[src/rtl/cmd_wbuf_arbiter.sv]
module cmd_wbuf_arbiter #(
  parameter int NCMD      = 8,
  parameter int CW        = 4,
  parameter int DW        = 8,
  parameter int STAT_CODE = 15,
  parameter int RDY_BIT   = 5,
  localparam int IW       = $clog2(NCMD)
) (
  input  logic          clk,
  input  logic          rst_n,
  input  logic [CW-1:0] bus_cmd,
  input  logic [DW-1:0] bus_wdata,
  input  logic          bus_wr,
  input  logic          bus_rd,
  output logic          bus_nack,
  output logic [DW-1:0] bus_rdata,
  output logic          bus_rd_ovr,
  input  logic          cfg_nack,
  input  logic          cfg_ones,
  input  logic          cfg_fault,
  input  logic          cfg_stretch,
  input  logic          fast_mode,
  input  logic          fault_clr,
  output logic          busy_fault,
  output logic          alert,
  output logic          scl_hold,
  output logic          ex_valid,
  output logic [IW-1:0] ex_code,
  output logic [DW-1:0] ex_data,
  input  logic          ex_ack,
  input  logic          ex_busy,
  output logic          calc_idle
);
  localparam logic [CW-1:0] SC = CW'(STAT_CODE);
  localparam logic [CW-1:0] NC = CW'(NCMD);

  logic [DW-1:0]   slot [NCMD];
  logic [NCMD-1:0] pend;
  logic            busy, is_stat, in_rng, txn, busy_hit, wr_acc, fetch;
  logic [DW-1:0]   stat;

  assign busy     = (|pend) | ex_busy;
  assign is_stat  = bus_cmd == SC;
  assign in_rng   = bus_cmd < NC;
  assign txn      = (bus_wr | bus_rd) & ~is_stat;
  assign busy_hit = txn & busy;
  assign bus_nack = busy_hit & cfg_nack;
  assign wr_acc   = bus_wr & in_rng & ~bus_nack;
  assign bus_rd_ovr = bus_rd & busy_hit & cfg_ones;
  assign ex_valid = |pend;
  assign ex_data  = slot[ex_code];
  assign fetch    = ex_ack & ex_valid;
  assign calc_idle = ~busy;
  assign alert    = busy_fault;

  always_comb begin
    stat = '0;
    stat[RDY_BIT] = ~busy;
  end

  always_comb begin
    ex_code = '0;
    for (int i = NCMD - 1; i >= 0; i--)
      if (pend[i]) ex_code = IW'(i);
  end

  always_comb begin
    if (is_stat)         bus_rdata = stat;
    else if (bus_rd_ovr) bus_rdata = '1;
    else if (in_rng)     bus_rdata = slot[bus_cmd[IW-1:0]];
    else                 bus_rdata = '0;
  end

  always_ff @(posedge clk) begin
    if (!rst_n) begin
      pend <= '0;
      for (int i = 0; i < NCMD; i++) slot[i] <= '0;
    end else begin
      for (int i = 0; i < NCMD; i++) begin
        if (wr_acc && bus_cmd == CW'(i)) begin
          slot[i] <= bus_wdata;
          pend[i] <= 1'b1;
        end else if (fetch && ex_code == IW'(i)) begin
          pend[i] <= 1'b0;
        end
      end
    end
  end

  always_ff @(posedge clk) begin
    if (!rst_n)                     busy_fault <= 1'b0;
    else if (fault_clr)             busy_fault <= 1'b0;
    else if (busy_hit && cfg_fault) busy_fault <= 1'b1;
  end

  always_ff @(posedge clk) begin
    if (!rst_n)        scl_hold <= 1'b0;
    else if (scl_hold) scl_hold <= busy;
    else               scl_hold <= busy_hit & cfg_stretch & fast_mode;
  end
endmodule

[config.mk]
export PLATFORM = sky130hd
export DESIGN_NAME = cmd_wbuf_arbiter
export DESIGN_NICKNAME = d
export VERILOG_FILES = /design/src/rtl/cmd_wbuf_arbiter.sv
export SDC_FILE = /design/constraint.sdc
export NUM_CORES = 1
export LEC_CHECK = 0
export ABC_AREA = 1
export BUFFER_PORTS_ARGS = -buffer_cell sky130_fd_sc_hd__buf_2
export CORE_MARGIN = 10
export CORE_UTILIZATION = 55
export CTS_BUF_LIST = sky130_fd_sc_hd__clkbuf_4 sky130_fd_sc_hd__clkbuf_8
export DETAILED_ROUTE_END_ITERATION = 16
export PLACE_DENSITY = 0.76
export SYNTH_ARGS = -nofsm -noshare
export SYNTH_HDL_FRONTEND = slang
export SYNTH_SLANG_ARGS = --single-unit
[constraint.sdc]
create_clock -name clk -period 1.9 [get_ports clk]
set_input_delay 0.095 -clock clk [delete_from_list [all_inputs] [get_ports clk]]
set_output_delay 0.095 -clock clk [all_outputs]
set_load 0.005 [all_outputs]
==> flow_summary.yaml, run 1 <==
synth:
  netlist-cell-type-count: 35
  synth_area_um2: 4240
  synth_area_leaders: "edfxtp_1 (45%), nand2_1 (9.4%), nand3_1 (7.4%)"
  ys_warn_count: 0
  synth_top_area_frac: 0.453
  synth_cells: 477
  syn-mean-instance-area_um2: 8.89
  yosys.area.top_type: "edfxtp_1"
  synth_nets: 501
  ys_seq_elements: 74
  synth_most_common_cell: "nand2_1"
  synth_commonest_cells: "nand2_1 (106), edfxtp_1 (64), nand3_1 (63), nor2_1 (56), inv_1 (41)"
  async_flop_share: 0
  yosysSeqAreaShare: 0.501
  synthFlopType: "edfxtp_1"
  synth_edf_count: 64
routing:
  vias: 4077
  post_drt_wl_per_cell_um: 20.4
  avgViaCountPerCell: 6.17
  drc: 0
  dr.first_iter.drc_count: 701
  drtPass1Iterations: 7
  ant_nets: 0
  finalWirelength_mm: 13.5
sta:
  skew_ns: 0.00829
  setup_slack_ns: -0.157
  clock.fmax_mhz: 486
  hold_violations: 0
  fin_crit_sh: 1.08
  holdWs_ns: 0.00559
  worst_pin_slew_ns: 0.503
  setup_viol: 8
  slew_violations: 0
  period_minus_slack_ns: 2.06
  relSlewSlack: 0.664
  rsz0062_at_grt: "true"
critical_path:
  reg2reg_to: "slot[6][4]$_DFFE_PP_"
  crit_path_start_kind: "register"
  cp.required_ns: 1.80
  cp-end-kind: "primary output"
  worstPathArrival_ns: 1.96
  path_class: "register to primary output"
  crit_fanout: 16
  reg2regPathDepth: 10
  regToRegSetupSlack_ns: 0.10
  crit-reg2reg-launch: "pend[4]$_SDFFE_PN0P_"
place:
  gp_congestion: 0.887
  placed_cell_area_um2: 4730
  port_buffers: 49
  hpwlAfterDp_mm: 8.90
clock_network:
  cts_max_level: 3
  cts.path.max_buffers: 2
  clk_pin_slew_worst_paths_ns: 0.08
  clk_latency_ns: 0.36
  cts_num_sinks: 74
  cts_tree: "done"
  cts_inserted_buffers: 9
  root_buffer: "clkbuf_8"
die:
  die-area_um2: 11600
  start_util: 0.575
  chipHeight_um: 108
  ios: 50
  coreArea_um2: 7370
  die_w_um: 108
  fp-row-count: 31
cells_and_area:
  fillers: 574
  diodes: 0
  nNetsFinal: 581
  regArea_um2: 2130
  design_area_um2: 5250
  area_growth_pct: 23.8
  drive_gt1_frac: 0.297
  multiInputGateArea_um2: 1900
grt:
  antenna_found_initial: 0
  grt_max_degree: 23
  grt_pass1_vias: 3976
  grt_pass1_wl_mm: 20.5
  overflow: 0
  track_usage: 0.230
pwr:
  leakagePower_nw: 2.32
  vdd_drop_max_uv: 502
  powerDensity_nw_per_um2: 733
run:
  maxCapViolations: 0
status:
  violations: "setup timing"
  outcome: "complete, but fails checks"
worst_hold_path:
  hold_path_depth: 3
  min_path_type: "input port to register"
  hp-start: "fast_mode"
  whs_endpoint: "scl_hold$_SDFF_PN0_"
-- flip-flops by register name, indices dropped and copies added, names as in the netlist --
name and count:
slot 64, alert 1, scl_hold 1, pend 8
-- worst max-delay path: stages, from the launching register on --
cell,delay [ns]
dfxtp_2,0.35
buf_4,0.11
nand2_1,0.05
nand2_1,0.07
nand2_2,0.07
nand2_4,0.09
nand2_8,0.10
nand2_8,0.10
buf_12,0.16
nand4_1,0.11
nand3_2,0.11
nand2_1,0.07
nand2_2,0.10
buf_2,0.12
-- layout make-up --
cell class | count | area share
Tap cell | 99 | 0.0236
Inverter | 50 | 0.0381
Multi-Input combinational cell | 332 | 0.362
Timing Repair Buffer | 90 | 0.134
Clock inverter | 7 | 0.0131
Clock buffer | 9 | 0.0236
Sequential cell | 74 | 0.406
-- power by group --
part	leakage, nW	switching, mW	internal [mW]
sequential	0.737	0.0456	1.84
combinational	1.49	0.464	0.282
clock	0.0954	0.614	0.603
total	2.32	1.12	2.73
-- logic make-up (layout without fill, tap and decap cells) --
family,count (synthesis),count (layout),synth area share
flip-flops,74,74,0.501
buffers and inverters,72,156,0.0803
AND/OR/NAND/NOR,286,287,0.343
AO/OA/AOI/OAI,45,45,0.0764
-- worst max-delay path by stage --
stage / startpoint / endpoint
after floorplan: pend[5]$_SDFFE_PN0P_ / slot[4][0]$_SDFFCE_PN0P_
after global placement: pend[5]$_SDFFE_PN0P_ / slot[6][3]$_DFFE_PP_
after detailed placement: pend[5]$_SDFFE_PN0P_ / slot[6][6]$_DFFE_PP_
after CTS: pend[4]$_SDFFE_PN0P_ / ex_data[7]
after global routing: pend[4]$_SDFFE_PN0P_ / ex_data[3]
final: pend[7]$_SDFFE_PN0P_ / ex_data[3]
-- per-stage QoR --
stage                     instances  worst slack [ns]   util  total power, mW  TNS (ns)
after floorplan                 477             0.185      -             2.29         0
after CTS                       660            -0.102  0.704             3.82    -0.586
after global placement          630             0.163  0.642             2.53         0
final                           661            -0.157  0.712             3.85    -0.955
after detailed placement        630            0.0928  0.642             2.55         0
after global routing            661            -0.246  0.712             4.00     -2.31
-- cell usage in the layout (no fill, tap or decap), drive strengths merged --
master	count
clkinv	7
nand3	72
nand4	34
dlygate4sd3	2
clkinvlp	2
nand2	116
a22oi	32
inv	47
buf	88
a21oi	8
nor3	2
a31o	1
bufinv	1
edfxtp	64
o21ai	4
dfxtp	10
clkbuf	9
or2	2
nor2	61
-- timing repair --
| action | in CTS | in global routing |
|---|---|---|
| setup endpoints to repair | 17 | 48 |
| pin swaps | 22 | 8 |
| setup buffers | 6 | 2 |
| hold endpoints to repair | 2 | 0 |
| hold buffers | 2 | 0 |
| gates cloned | 6 | 0 |
| gates resized for setup | 36 | 20 |
-- metal layers --
metal / track usage / wire length [um] / up-vias
li1: - / - / 1820
met2: 0.360 / 6070 / 344
met1: 0.290 / 4980 / 1857
met4: 0.0983 / 532 / 0
met5: 0 / 0 / -
met3: 0.0635 / 1900 / 56
Power figures use the tool's default switching activity.
==> run 2: changes to the inputs <==
--- a/config.mk
+++ b/config.mk
@@ -12,6 +12,7 @@
 export CTS_BUF_LIST = sky130_fd_sc_hd__clkbuf_4 sky130_fd_sc_hd__clkbuf_8
 export DETAILED_ROUTE_END_ITERATION = 16
 export PLACE_DENSITY = 0.76
+export SETUP_SLACK_MARGIN = 0.15
 export SYNTH_ARGS = -nofsm -noshare
 export SYNTH_HDL_FRONTEND = slang
 export SYNTH_SLANG_ARGS = --single-unit
==> run 2 against run 1 <==
Critical path depth is 1 lower. Sequential power hardly changed. Global-route usage is 0.66 points higher. The run still ends with setup timing left. Via count is 2.6% higher. Sequential cell count stayed put. Fmax is 2.3% lower. Final cell count is 1.8% higher. Sequential share of layout area is 1.6 points lower. Clock skew hardly changed. Power is 1.9% higher. Register-to-register slack hardly changed. Final area is 4.2% higher.
==> flow_summary.yaml, run 2 (synthesis gave the netlist of run 1 again) <==
status:
  outcome: "complete, but fails checks"
  violations: "setup timing"
cells_and_area:
  largest_reg_flops: 64
  diodes: 0
  area_growth_pct: 29.0
  instances_no_fill: 673
  final_cell_mix: "nand2_1 (92), edfxtp_1 (64), nor2_1 (54), nand3_1 (53), buf_2 (49)"
  drive_gt1_frac: 0.333
  nNetsFinal: 593
  fillers: 540
  reg_top3: "slot: 64 flops, pend: 8 flops"
  mostFrequentLayoutCell: "nand2_1"
  largest-register: "slot"
critical_path:
  reg2reg_to: "slot[5][6]$_SDFFCE_PN0P_"
  crit_path_start_kind: "register"
  path_class: "register to primary output"
  worstPathArrival_ns: 2.01
  crit_fanout: 8
  cpMostUsedCell: "nand2_1"
  cp.required_ns: 1.80
  crit_end: "ex_data[0]"
  regToRegSetupSlack_ns: 0.10
  path_cells: "nor2_4, buf_4, a21oi_4, buf_6, buf_8, nand4_1, nand2_1, inv_1, nand3_1, nand2_1, nand2_2, buf_2"
  reg2regPathDepth: 11
  cp-end-kind: "primary output"
  cpMaxStageDelayCell: "dfxtp_4"
  critPathLaunch: "pend[2]$_SDFFE_PN0P_"
  crit-reg2reg-launch: "pend[4]$_SDFFE_PN0P_"
  max_stage_delay_ns: 0.37
routing:
  vias: 4183
  finalWirelength_mm: 14.1
  ant_nets: 0
  drtPass1Iterations: 7
  avgViaCountPerCell: 6.22
  post_drt_wl_per_cell_um: 20.9
  drc: 0
  dr.first_iter.drc_count: 674
pwr:
  power.switching_mw: 1.16
  switching_share: 0.297
  vdd_drop_max_uv: 496
  leakagePower_nw: 2.44
  sequentialPowerShare: 0.480
  powerDensity_nw_per_um2: 717
  combPwrFrac: 0.206
  p_clk_frac: 0.314
  report.power.total_mw: 3.92
  internal_power_mw: 2.76
run:
  maxCapViolations: 0
clock_network:
  clk_pin_slew_worst_paths_ns: 0.08
  clk_latency_ns: 0.36
  cts.path.max_buffers: 2
  root_buffer: "clkbuf_8"
  cts_inserted_buffers: 9
  cts_max_level: 3
  cts_num_sinks: 74
  cts_tree: "done"
sta:
  hold_violations: 0
  clock.fmax_mhz: 475
  period_minus_slack_ns: 2.11
  slew_violations: 0
  skew_ns: 0.00869
  relSlewSlack: 0.573
  fin_tns_setup_ns: -1.40
  setup_viol: 14
  fin_crit_sh: 1.11
  rsz0062_at_grt: "true"
  setup_slack_ns: -0.205
  worst_pin_slew_ns: 0.641
grt:
  grt_pass1_wl_mm: 21.2
  overflow: 0
  track_usage: 0.236
  antenna_found_initial: 0
  grt_max_degree: 23
  grt_pass1_vias: 4027
die:
  fp-row-count: 31
  die-area_um2: 11600
  coreArea_um2: 7370
  ios: 50
  chipHeight_um: 108
  die_w_um: 108
  start_util: 0.575
place:
  place_inst: 630
  gp_congestion: 0.887
  hpwlAfterDp_mm: 8.90
  port_buffers: 49
worst_hold_path:
  min_path_type: "input port to register"
  hp-start: "fast_mode"
==> run 2: cell types whose count changed in the layout (fill, tap and decap cells not counted), sizes merged <==
| cell | previous run | this run |
|---|---|---|
| buf | 88 | 99 |
| clkbuf | 9 | 10 |
==> run 2: critical path, delay by kind of cell (launching register included) <==
| kind | cells | cell delay [ns] |
|---|---|---|
| AOI/OAI and AO/OA | 1 | 0.21 |
| buffers and inverters | 5 | 0.55 |
| DFF | 1 | 0.37 |
| and+or+nand+nor | 6 | 0.50 |
==> run 2: power by group through the flow <==
stage               logic [mW]  registers, mW  clock network, mW
CTS                      0.749           1.88               1.23
global placement         0.619           1.91                  0
finish                   0.808           1.88               1.23
detailed placement       0.630           1.92                  0
global route             0.866           1.89               1.31
floorplan                0.383           1.90                  0
==> run 2: how the worst min path moves through the flow <==
| stage | to | slack [ns] | cells past startpoint |
|---|---|---|---|
| floorplan | alert$_SDFFE_PP0P_ | 0.17 | 1 |
| global placement | alert$_SDFFE_PP0P_ | 0.26 | 2 |
| detailed placement | alert$_SDFFE_PP0P_ | 0.26 | 2 |
| CTS | scl_hold$_SDFF_PN0_ | 0.002 | 3 |
| global route | scl_hold$_SDFF_PN0_ | 0.03 | 3 |
| finish | scl_hold$_SDFF_PN0_ | 0.009 | 3 |
==> run 2: through the flow <==
step                setup WS [ns]  utilization  hold WS, ns  cell area, um2
CTS                       -0.0913        0.723      0.00170            5330
detailed placement         0.0928        0.642        0.258            4730
finish                     -0.205        0.742      0.00924            5470
global placement            0.163        0.642        0.256            4730
global route               -0.317        0.742       0.0292            5470
floorplan                   0.185            -        0.167            4240
==> run 2: final cells by class <==
type	instances	area, um2	area share
clock buffer	9	124	0.0226
tap	99	124	0.0226
sequential	74	2130	0.390
multi-input combinational	332	1980	0.363
timing repair buffer	102	833	0.152
clock inverter	7	68.8	0.0126
inverter	50	205	0.0375
==> run 2: repair_timing <==
item,CTS,global route
endpoints found under the setup margin,56,113
cloned,6,1
pin swaps,27,6
buffers inserted,12,6
hold endpoints to repair,2,0
hold buffers,2,0
gates resized for setup,61,18
==> run 2: metal layers <==
layer	GRT usage	wire length (um)	vias to the layer above	share of wire
li1	-	-	1842	-
met1	0.301	5330	1948	0.38
met4	0.0773	487	0	0.035
met5	0	0	-	0
met3	0.0599	1720	53	0.12
met2	0.382	6540	340	0.46
==> run 3: changes to the inputs <==
==> constraint.sdc (replaced) <==
create_clock -name clk -period 2.4 [get_ports clk]
set_input_delay 0.12 -clock clk [delete_from_list [all_inputs] [get_ports clk]]
set_output_delay 0.12 -clock clk [all_outputs]
set_load 0.005 [all_outputs]
==> run 3 against run 2 <==
The run now ends clean. Critical path depth is the same. Sequential power decreased by 20%. Sequential cell count unchanged. Core utilization shrank 7.8 points. Worst hold slack better by 0.016 ns. Combinational power down 37%. Sequential share of layout area is 4.5 points higher. Count of clock-buffer cells in the layout increased by 1. Power shrank 25%. Largest power group unchanged.
==> flow_summary.yaml, run 3 (synthesis gave the netlist of run 1 again) <==
critical_path:
  max_stage_delay_ns: 0.35
  path_cells: "nor2_4, nand2_1, a21oi_4, buf_6, buf_4, nand4_1, nand2_1, inv_1, nand3_1, nand2_1, nand2_1, buf_2"
  worstPathArrival_ns: 2.03
  path_class: "register to primary output"
  cp-end-kind: "primary output"
  crit_fanout: 8
  crit_path_start_kind: "register"
  cp.required_ns: 2.28
  cpMaxStageDelayCell: "dfxtp_2"
  cpMostUsedCell: "nand2_1"
sta:
  rsz0062_at_grt: "false"
  skew_ns: 0.00473
  fin_tns_setup_ns: 0
  period_minus_slack_ns: 2.15
  clock.fmax_mhz: 466
  fin_crit_sh: 0.894
  slew_violations: 0
  setup_slack_ns: 0.254
  hold_violations: 0
  setup_viol: 0
  worst_pin_slew_ns: 0.624
  relSlewSlack: 0.582
clock_network:
  clk_pin_slew_worst_paths_ns: 0.08
  cts_max_level: 3
  clk_latency_ns: 0.35
  cts.path.max_buffers: 2
  cts_num_sinks: 74
  root_buffer: "clkbuf_8"
  cts_tree: "done"
  cts_inserted_buffers: 9
routing:
  post_drt_wl_per_cell_um: 20.3
  dr.first_iter.drc_count: 410
  drc: 0
  avgViaCountPerCell: 6.20
  drtPass1Iterations: 7
  ant_nets: 0
  finalWirelength_mm: 13.0
  vias: 3976
cells_and_area:
  multiInputGateArea_um2: 1830
  drive_gt1_frac: 0.227
  area_growth_pct: 15.4
  reg_top3: "slot: 64 flops, pend: 8 flops"
  largest_reg_flops: 64
  nNetsFinal: 561
  fillers: 623
  largest-register: "slot"
  regArea_um2: 2130
  final_cell_mix: "nand2_1 (106), edfxtp_1 (64), nand3_1 (63), nor2_1 (56), buf_2 (50)"
  mostFrequentLayoutCell: "nand2_1"
  diodes: 0
grt:
  track_usage: 0.219
  grt_max_degree: 23
  grt_pass1_wl_mm: 19.6
  antenna_found_initial: 0
  grt_pass1_vias: 3676
  overflow: 0
pwr:
  internal_power_mw: 2.11
  leakagePower_nw: 2.15
  switching_share: 0.282
  combPwrFrac: 0.174
  sequentialPowerShare: 0.509
  vdd_drop_max_uv: 400
  powerDensity_nw_per_um2: 601
  power.switching_uw: 829
  p_clk_frac: 0.317
die:
  fp-row-count: 31
  die_w_um: 108
  chipHeight_um: 108
  start_util: 0.575
  ios: 50
  coreArea_um2: 7370
  die-area_um2: 11600
place:
  dp_slack_ns: 0.435
  gp_congestion: 0.979
  hpwlAfterDp_mm: 9.12
  port_buffers: 49
status:
  outcome: "finished clean"
worst_hold_path:
  min_path_type: "input port to register"
run:
  maxCapViolations: 0
[run 3: cell count changes in the layout (fill, tap and decap cells not counted), moves of 4 or more]
cell	previous run	this run
buf_6	12	3
buf_12	6	1
nand3_1	53	63
buf_4	29	14
inv_1	37	41
nand3_2	11	3
nand2_4	11	7
nand2_1	92	106
nand2_2	9	1
[run 3: stage by stage]
step	area [um2]	util	instances	hold slack [ns]	power (mW)
6_report	4890	0.664	641	0.0255	2.94
5_1_grt	4890	0.664	641	0.0518	3.04
4_1_cts	4760	0.646	630	0.0209	2.91
3_5_place_dp	4540	0.616	613	0.288	1.99
3_3_place_gp	4540	0.616	613	0.284	1.98
2_1_floorplan	4240	-	477	0.192	1.81
[run 3: metal layers]
metal | GRT usage | up-vias | wire (um)
met1 | 0.288 | 1837 | 5010
met4 | 0.0973 | 0 | 347
met2 | 0.333 | 310 | 5870
li1 | - | 1789 | -
met5 | 0 | - | 0
met3 | 0.0527 | 40 | 1770
[run 3: path summary, 6_finish.rpt]
path                          endpoint                  from  cells past startpoint  slack, ns
hold / removal     scl_hold$_SDFF_PN0_           cfg_stretch                      3       0.03
setup reg to reg  slot[6][0]$_DFFE_PP_  pend[3]$_SDFFE_PN0P_                      9       0.40
setup / recovery            ex_data[5]  pend[5]$_SDFFE_PN0P_                     12       0.25
hold reg to reg   pend[7]$_SDFFE_PN0P_  pend[7]$_SDFFE_PN0P_                      2       0.47
[run 3: final cells by class]
type / count / area share
sequential: 74 / 0.434
multi-input combinational: 333 / 0.375
timing repair buffer: 69 / 0.0857
inverter: 50 / 0.0414
clock buffer: 10 / 0.0268
tap: 99 / 0.0253
clock inverter: 6 / 0.0118
[run 3: timing repair]
item / in CTS / in global routing
cloned: 0 / 3
buffers inserted: 0 / 8
hold buffers: 1 / 0
endpoints found under the setup margin: 8 / 8
hold endpoints to repair: 1 / 0
resized for setup: 2 / 9
pin swaps: 0 / 3
[run 3: critical path: cells and delay by family, from the launching register on]
kind	cells	cell delay [ns]
simple gates	7	0.65
buf+inv	4	0.45
flops	1	0.35
compound gates	1	0.22
[run 3: power groups by stage]
stage               Clock [mW]  Sequential (mW)  Combinational [mW]
detailed placement           0             1.52               0.467
global placement             0             1.52               0.457
floorplan                    0             1.51               0.303
CTS                      0.940             1.49               0.475
global route             0.990             1.50               0.555
finish                   0.934             1.50               0.512
